<file path="src/rtl/cfg_regbank_pkg.sv">
package cfg_regbank_pkg;
  localparam int unsigned DATA_W = 64;
  localparam int unsigned HALF_W = DATA_W / 2;
  localparam int unsigned ADDR_W = 5;
  localparam int unsigned NREG   = 2;

  typedef enum logic [1:0] {
    TGT_CTRL  = 2'd0,
    TGT_BASE  = 2'd1,
    TGT_FLUSH = 2'd2,
    TGT_NONE  = 2'd3
  } tgt_e;

  typedef struct packed {
    tgt_e tgt;
    logic sel_hi;
    logic sel_lo;
  } dec_t;
endpackage

</file>
<file path="src/rtl/cfg_regbank_decode.sv">
module cfg_regbank_decode
  import cfg_regbank_pkg::*;
(
  input  logic [ADDR_W-1:0] addr_i,
  input  logic              size64_i,
  output dec_t              dec_o
);
  logic aligned;

  always_comb begin
    aligned = size64_i ? (addr_i[2:0] == 3'b000) : (addr_i[1:0] == 2'b00);
    dec_o.tgt    = TGT_NONE;
    dec_o.sel_hi = 1'b0;
    dec_o.sel_lo = 1'b0;
    if (aligned) begin
      unique case (addr_i[4:3])
        2'd0:    dec_o.tgt = TGT_CTRL;
        2'd1:    dec_o.tgt = TGT_BASE;
        2'd2:    dec_o.tgt = TGT_FLUSH;
        default: dec_o.tgt = TGT_NONE;
      endcase
      // big-endian: lower offset holds the upper half
      dec_o.sel_hi = size64_i | ~addr_i[2];
      dec_o.sel_lo = size64_i |  addr_i[2];
    end
  end
endmodule

</file>
<file path="src/rtl/cfg_regbank_reg.sv">
module cfg_regbank_reg
  import cfg_regbank_pkg::*;
(
  input  logic              clk_i,
  input  logic              rst_ni,
  input  logic              wr_hi_i,
  input  logic              wr_lo_i,
  input  logic [HALF_W-1:0] d_hi_i,
  input  logic [HALF_W-1:0] d_lo_i,
  output logic [DATA_W-1:0] q_o
);
  logic [HALF_W-1:0] hi_q, lo_q;

  always_ff @(posedge clk_i or negedge rst_ni) begin
    if (!rst_ni)      hi_q <= '0;
    else if (wr_hi_i) hi_q <= d_hi_i;
  end

  always_ff @(posedge clk_i or negedge rst_ni) begin
    if (!rst_ni)      lo_q <= '0;
    else if (wr_lo_i) lo_q <= d_lo_i;
  end

  assign q_o = {hi_q, lo_q};
endmodule

</file>
<file path="src/rtl/cfg_regbank_rdmux.sv">
module cfg_regbank_rdmux
  import cfg_regbank_pkg::*;
(
  input  dec_t                        dec_i,
  input  logic [NREG-1:0][DATA_W-1:0] regs_i,
  output logic [DATA_W-1:0]           data_o
);
  logic [DATA_W-1:0] sel;

  always_comb begin
    sel = '0;
    if (dec_i.tgt == TGT_CTRL)      sel = regs_i[0];
    else if (dec_i.tgt == TGT_BASE) sel = regs_i[1];
    unique case ({dec_i.sel_hi, dec_i.sel_lo})
      2'b11:   data_o = sel;
      2'b10:   data_o = {{HALF_W{1'b0}}, sel[DATA_W-1:HALF_W]};
      2'b01:   data_o = {{HALF_W{1'b0}}, sel[HALF_W-1:0]};
      default: data_o = '0;
    endcase
  end
endmodule

</file>
<file path="src/rtl/cfg_regbank.sv">
module cfg_regbank
  import cfg_regbank_pkg::*;
(
  input  logic              clk_i,
  input  logic              rst_ni,
  input  logic              req_i,
  input  logic              we_i,
  input  logic [ADDR_W-1:0] addr_i,
  input  logic              size64_i,
  input  logic [DATA_W-1:0] wdata_i,
  output logic [DATA_W-1:0] rdata_o,
  output logic [DATA_W-1:0] ctrl_o,
  output logic [DATA_W-1:0] base_o
);
  dec_t                        dec;
  logic [NREG-1:0][DATA_W-1:0] regs;
  logic [DATA_W-1:0]           rd_next;
  logic [HALF_W-1:0]           d_hi;
  logic                        wr;

  cfg_regbank_decode u_dec (
    .addr_i  (addr_i),
    .size64_i(size64_i),
    .dec_o   (dec)
  );

  assign wr   = req_i & we_i;
  assign d_hi = size64_i ? wdata_i[DATA_W-1:HALF_W] : wdata_i[HALF_W-1:0];

  for (genvar g = 0; g < NREG; g++) begin : g_reg
    logic hit;
    assign hit = (dec.tgt == tgt_e'(g));
    cfg_regbank_reg u_reg (
      .clk_i  (clk_i),
      .rst_ni (rst_ni),
      .wr_hi_i(wr & hit & dec.sel_hi),
      .wr_lo_i(wr & hit & dec.sel_lo),
      .d_hi_i (d_hi),
      .d_lo_i (wdata_i[HALF_W-1:0]),
      .q_o    (regs[g])
    );
  end

  cfg_regbank_rdmux u_rd (
    .dec_i (dec),
    .regs_i(regs),
    .data_o(rd_next)
  );

  always_ff @(posedge clk_i or negedge rst_ni) begin
    if (!rst_ni)              rdata_o <= '0;
    else if (req_i && !we_i)  rdata_o <= rd_next;
    else                      rdata_o <= '0;
  end

  assign ctrl_o = regs[0];
  assign base_o = regs[1];
endmodule

</file>
<file path="config.mk">
export PLATFORM = sky130hd
export DESIGN_NAME = cfg_regbank
export DESIGN_NICKNAME = d
export VERILOG_FILES = /design/src/rtl/cfg_regbank_pkg.sv /design/src/rtl/cfg_regbank_decode.sv /design/src/rtl/cfg_regbank_reg.sv /design/src/rtl/cfg_regbank_rdmux.sv /design/src/rtl/cfg_regbank.sv
export SDC_FILE = /design/constraint.sdc
export NUM_CORES = 1
export LEC_CHECK = 0
export BUFFER_PORTS_ARGS = -buffer_cell sky130_fd_sc_hd__buf_4
export CELL_PAD_IN_SITES_DETAIL_PLACEMENT = 1
export CELL_PAD_IN_SITES_GLOBAL_PLACEMENT = 1
export CORE_MARGIN = 2
export CORE_UTILIZATION = 42
export CTS_CLUSTER_DIAMETER = 80
export CTS_CLUSTER_SIZE = 12
export DETAILED_ROUTE_END_ITERATION = 12
export PLACE_DENSITY_LB_ADDON = 0.1
export SETUP_SLACK_MARGIN = 0.3
export SLEW_MARGIN = 10
export SYNTH_ARGS = -nofsm -noshare
export SYNTH_HDL_FRONTEND = slang
export SYNTH_HIERARCHICAL = 1
export SYNTH_SLANG_ARGS = --single-unit
</file>
<file path="constraint.sdc">
create_clock -name clk_i -period 1.17 [get_ports clk_i]
set_input_delay 0.234 -clock clk_i [delete_from_list [all_inputs] [get_ports clk_i]]
set_output_delay 0.234 -clock clk_i [all_outputs]
set_load 0.01 [all_outputs]
</file>
==> run_results.csv <==
group,metric,value,unit
status,outcome,"finished with violations",
status,violations,"setup timing",
worst_hold_path,min_from,"wdata_i[26]",
global_route,grt_max_degree,47,
setup_path,r2r_setup_slack,-0.18,ns
detailed_routing,ant_nets,0,
global_route,grt_overflow,0,
floorplanning,row_count,54,
sta,timing.fmax,648,MHz
clock_network,clockRootBuffer,"clkbuf_16",
clock_network,cts_sinks,192,
global_route,grt_pass1_vias,8295,
cells_and_area,multi_input_area,4540,um^2
yosys,synth_cell_type_count,23,
power_and_ir_drop,powerDensity,1030,nW/um^2
setup_path,cp-startpoint,"size64_i",
placement,hpwlAfterDp,18700,um
yosys,syn_inst,603,
cells_and_area,fillers,1931,
clock_network,path_clk_slew,0.08,ns
cells_and_area,n_antenna_cell,0,
detailed_routing,wire_per_inst,30.2,um
global_route,grt_pass1_wl,53700,um
sta,setup_ws,-0.374,ns
yosys,syn-num-nets,677,
global_route,grtUsageTotal,31.0,%
run,max_cap_violations,0,
clock_network,cts_buffer_depth,2,
yosys,ys_ff_latch,192,
setup_path,required,1.49,ns
power_and_ir_drop,p_leak,7.62,nW
placement,dp_slack,-0.840,ns
floorplanning,core,21600,um^2
cells_and_area,layout_commonest_cell,"buf_4",
clock_network,numCtsBuffers,17,
yosys,yosysSeqAreaShare,52.3,%
yosys,synth_xor_area_share,0.0953,%
floorplanning,start_util,42.5,%
floorplanning,die_h,152,um
detailed_routing,first_pass_iters,5,
setup_path,crit_fanout,11,
cells_and_area,syn_to_final_growth,65.5,%
detailed_routing,routed_wl,40200,um
placement,gp_congestion,0.814,
cells_and_area,final_cell_mix,"buf_4, buf_6, dfrtp_1, mux2_4, and2_1",
sta,rsz0062_at_grt,"true",
yosys,synth_adder_area_share,0,%
floorplanning,die_w,152,um
clock_network,cts_tree,"built",
power_and_ir_drop,ir_drop,740,uV
setup_path,start_kind,"input port",
yosys,synth_compound_area_share,2.32,%
sta,skew,0.0152,ns
placement,io_buffers,265,
setup_path,arrival,1.86,ns
sta,fin_crit,1.54,ns
setup_path,crit_path_end_kind,"flop",
detailed_routing,route.detailed.drc,0,
yosys,muxShareOfSynthArea,32.7,%
yosys,yosys_warnings,6,
yosys,yosys.area_share.simple,6.73,%
floorplanning,io-pin-count,266,
sta,worst_slew_pin_slew,0.495,ns
worst_hold_path,holdCritPathClass,"in2reg",
yosys,synthesis.area,9190,um^2
clock_network,h-tree-depth,4,
yosys,synth_top_family_by_area,"multiplexers",
sta,finalCritPeriodShare,132,%
yosys,avgSynthCellArea,15.2,um^2
global_route,antenna_found_initial,0,
detailed_routing,drt_iter0_markers,489,
cells_and_area,fin_area,15200,um^2
detailed_routing,via_per_inst,5.51,
sta,maxSlewHeadroom,67.0,%
sta,setup_viol,365,
cells_and_area,num-nets-final,1112,
cells_and_area,seq_area,4810,um^2
sta,finalHoldViolations,0,
cells_and_area,drive_gt1_share,71.7,%
detailed_routing,dr_total_vias,7334,
setup_path,worstSetupPathType,"in2reg",
setup_path,timing.rr.start,"g_reg[1].u_reg/hi_q[6]$_DFFE_PN0P_",
sta,maxSlewViolCount,0,
floorplanning,dieArea,23100,um^2
clock_network,clkLatencyLatePin,0.44,ns
placement,postPlaceCellArea,11500,um^2
[cells by family (layout without fill, tap and decap cells)]
logic type | Yosys count | after routing
muxes | 224 | 224
and+or+nand+nor | 109 | 109
DFF | 192 | 192
xor gates and xnor gates | 1 | 1
AOI/OAI and AO/OA | 33 | 33
buffers and inverters | 44 | 491
[through the flow]
step | TNS, ns | util (%) | std cells | power (mW) | hold WS [ns]
floorplan | -74.93 | - | 603 | 7.85 | -0.0616
global placement | -128.43 | 53.3 | 1142 | 8.69 | 0.129
detailed placement | -140.12 | 53.3 | 1142 | 8.74 | 0.134
CTS | -43.45 | 68.2 | 1321 | 15.3 | 0.0427
global route | -72.52 | 70.3 | 1330 | 16.0 | 0.0348
finish | -60.58 | 70.3 | 1330 | 15.6 | 0.0460
[repair_timing]
item,4_1_cts,5_1_grt
cloned,13,4
hold endpoints to repair,177,0
pin swaps,15,10
resized for setup,300,69
setup endpoints to repair,384,384
hold buffers,1,0
setup buffers,134,5
[critical path: stages]
cell	delay, ns
buf_8	0.10
a211oi_4	0.23
nand2b_1	0.10
and3b_2	0.28
and3b_2	0.22
buf_12	0.14
clkbuf_16	0.21
mux2_4	0.32
[sequential cells by signal, summed over array words and instances, names as in the netlist]
register,cells
g.u_reg/lo_q,64
g.u_reg/hi_q,64
rdata_o,64
[layout make-up]
type                       count  area share [%]
multi-input combinational    367            29.9
clock inverter                14            1.08
timing repair buffer         460            32.3
sequential                   192            31.6
tap                          280            2.30
clock buffer                  17            2.80
[cells in the mapped netlist]
master | count | area share (%)
mux2_2 | 10 | 1.2
buf_6 | 15 | 1.8
or3b_1 | 1 | 0.095
mux2_4 | 150 | 25
nor2b_2 | 1 | 0.095
and3b_1 | 3 | 0.29
buf_12 | 15 | 3.3
buf_4 | 2 | 0.16
dfrtp_1 | 192 | 52
and2_1 | 64 | 4.4
a211oi_2 | 1 | 0.14
nor3_1 | 1 | 0.054
nor2_1 | 32 | 1.3
buf_2 | 5 | 0.27
xnor2_1 | 1 | 0.095
nor3_2 | 1 | 0.11
o22ai_1 | 32 | 2.2
mux2i_1 | 64 | 7.0
clkbuf_2 | 1 | 0.054
clkbuf_1 | 6 | 0.25
and3_1 | 2 | 0.14
nand3b_1 | 1 | 0.082
nand2b_1 | 3 | 0.20
[where the power goes]
part           internal (mW)  total [mW]  switching [mW]  leakage, nW
logic                   1.38        2.49            1.10         4.66
clock network           3.36        6.13            2.77        0.297
registers               6.81        6.99           0.181         2.66
total                   11.5        15.6            4.05         7.62
[worst paths after layout]
kind                                                             to  depth (start not counted)
worst max-delay path            g_reg[0].u_reg/lo_q[12]$_DFFE_PN0P_                          8
worst min-delay path            g_reg[1].u_reg/lo_q[26]$_DFFE_PN0P_                          2
worst max register to register                 rdata_o[6]$_DFF_PN0_                          4
worst min register to register  g_reg[1].u_reg/hi_q[30]$_DFFE_PN0P_                          1
max in group asynchronous       g_reg[1].u_reg/hi_q[30]$_DFFE_PN0P_                          3
min in group asynchronous        g_reg[0].u_reg/lo_q[9]$_DFFE_PN0P_                          2
[per-layer routing]
layer	track usage (%)	part of all wire, %	up-vias
li1	-	-	2984
met1	38.3	40	3923
met2	52.8	51	348
met3	7.22	5.6	79
met4	12.0	3.3	0
met5	0	0	-
Power figures use the tool's default switching activity.
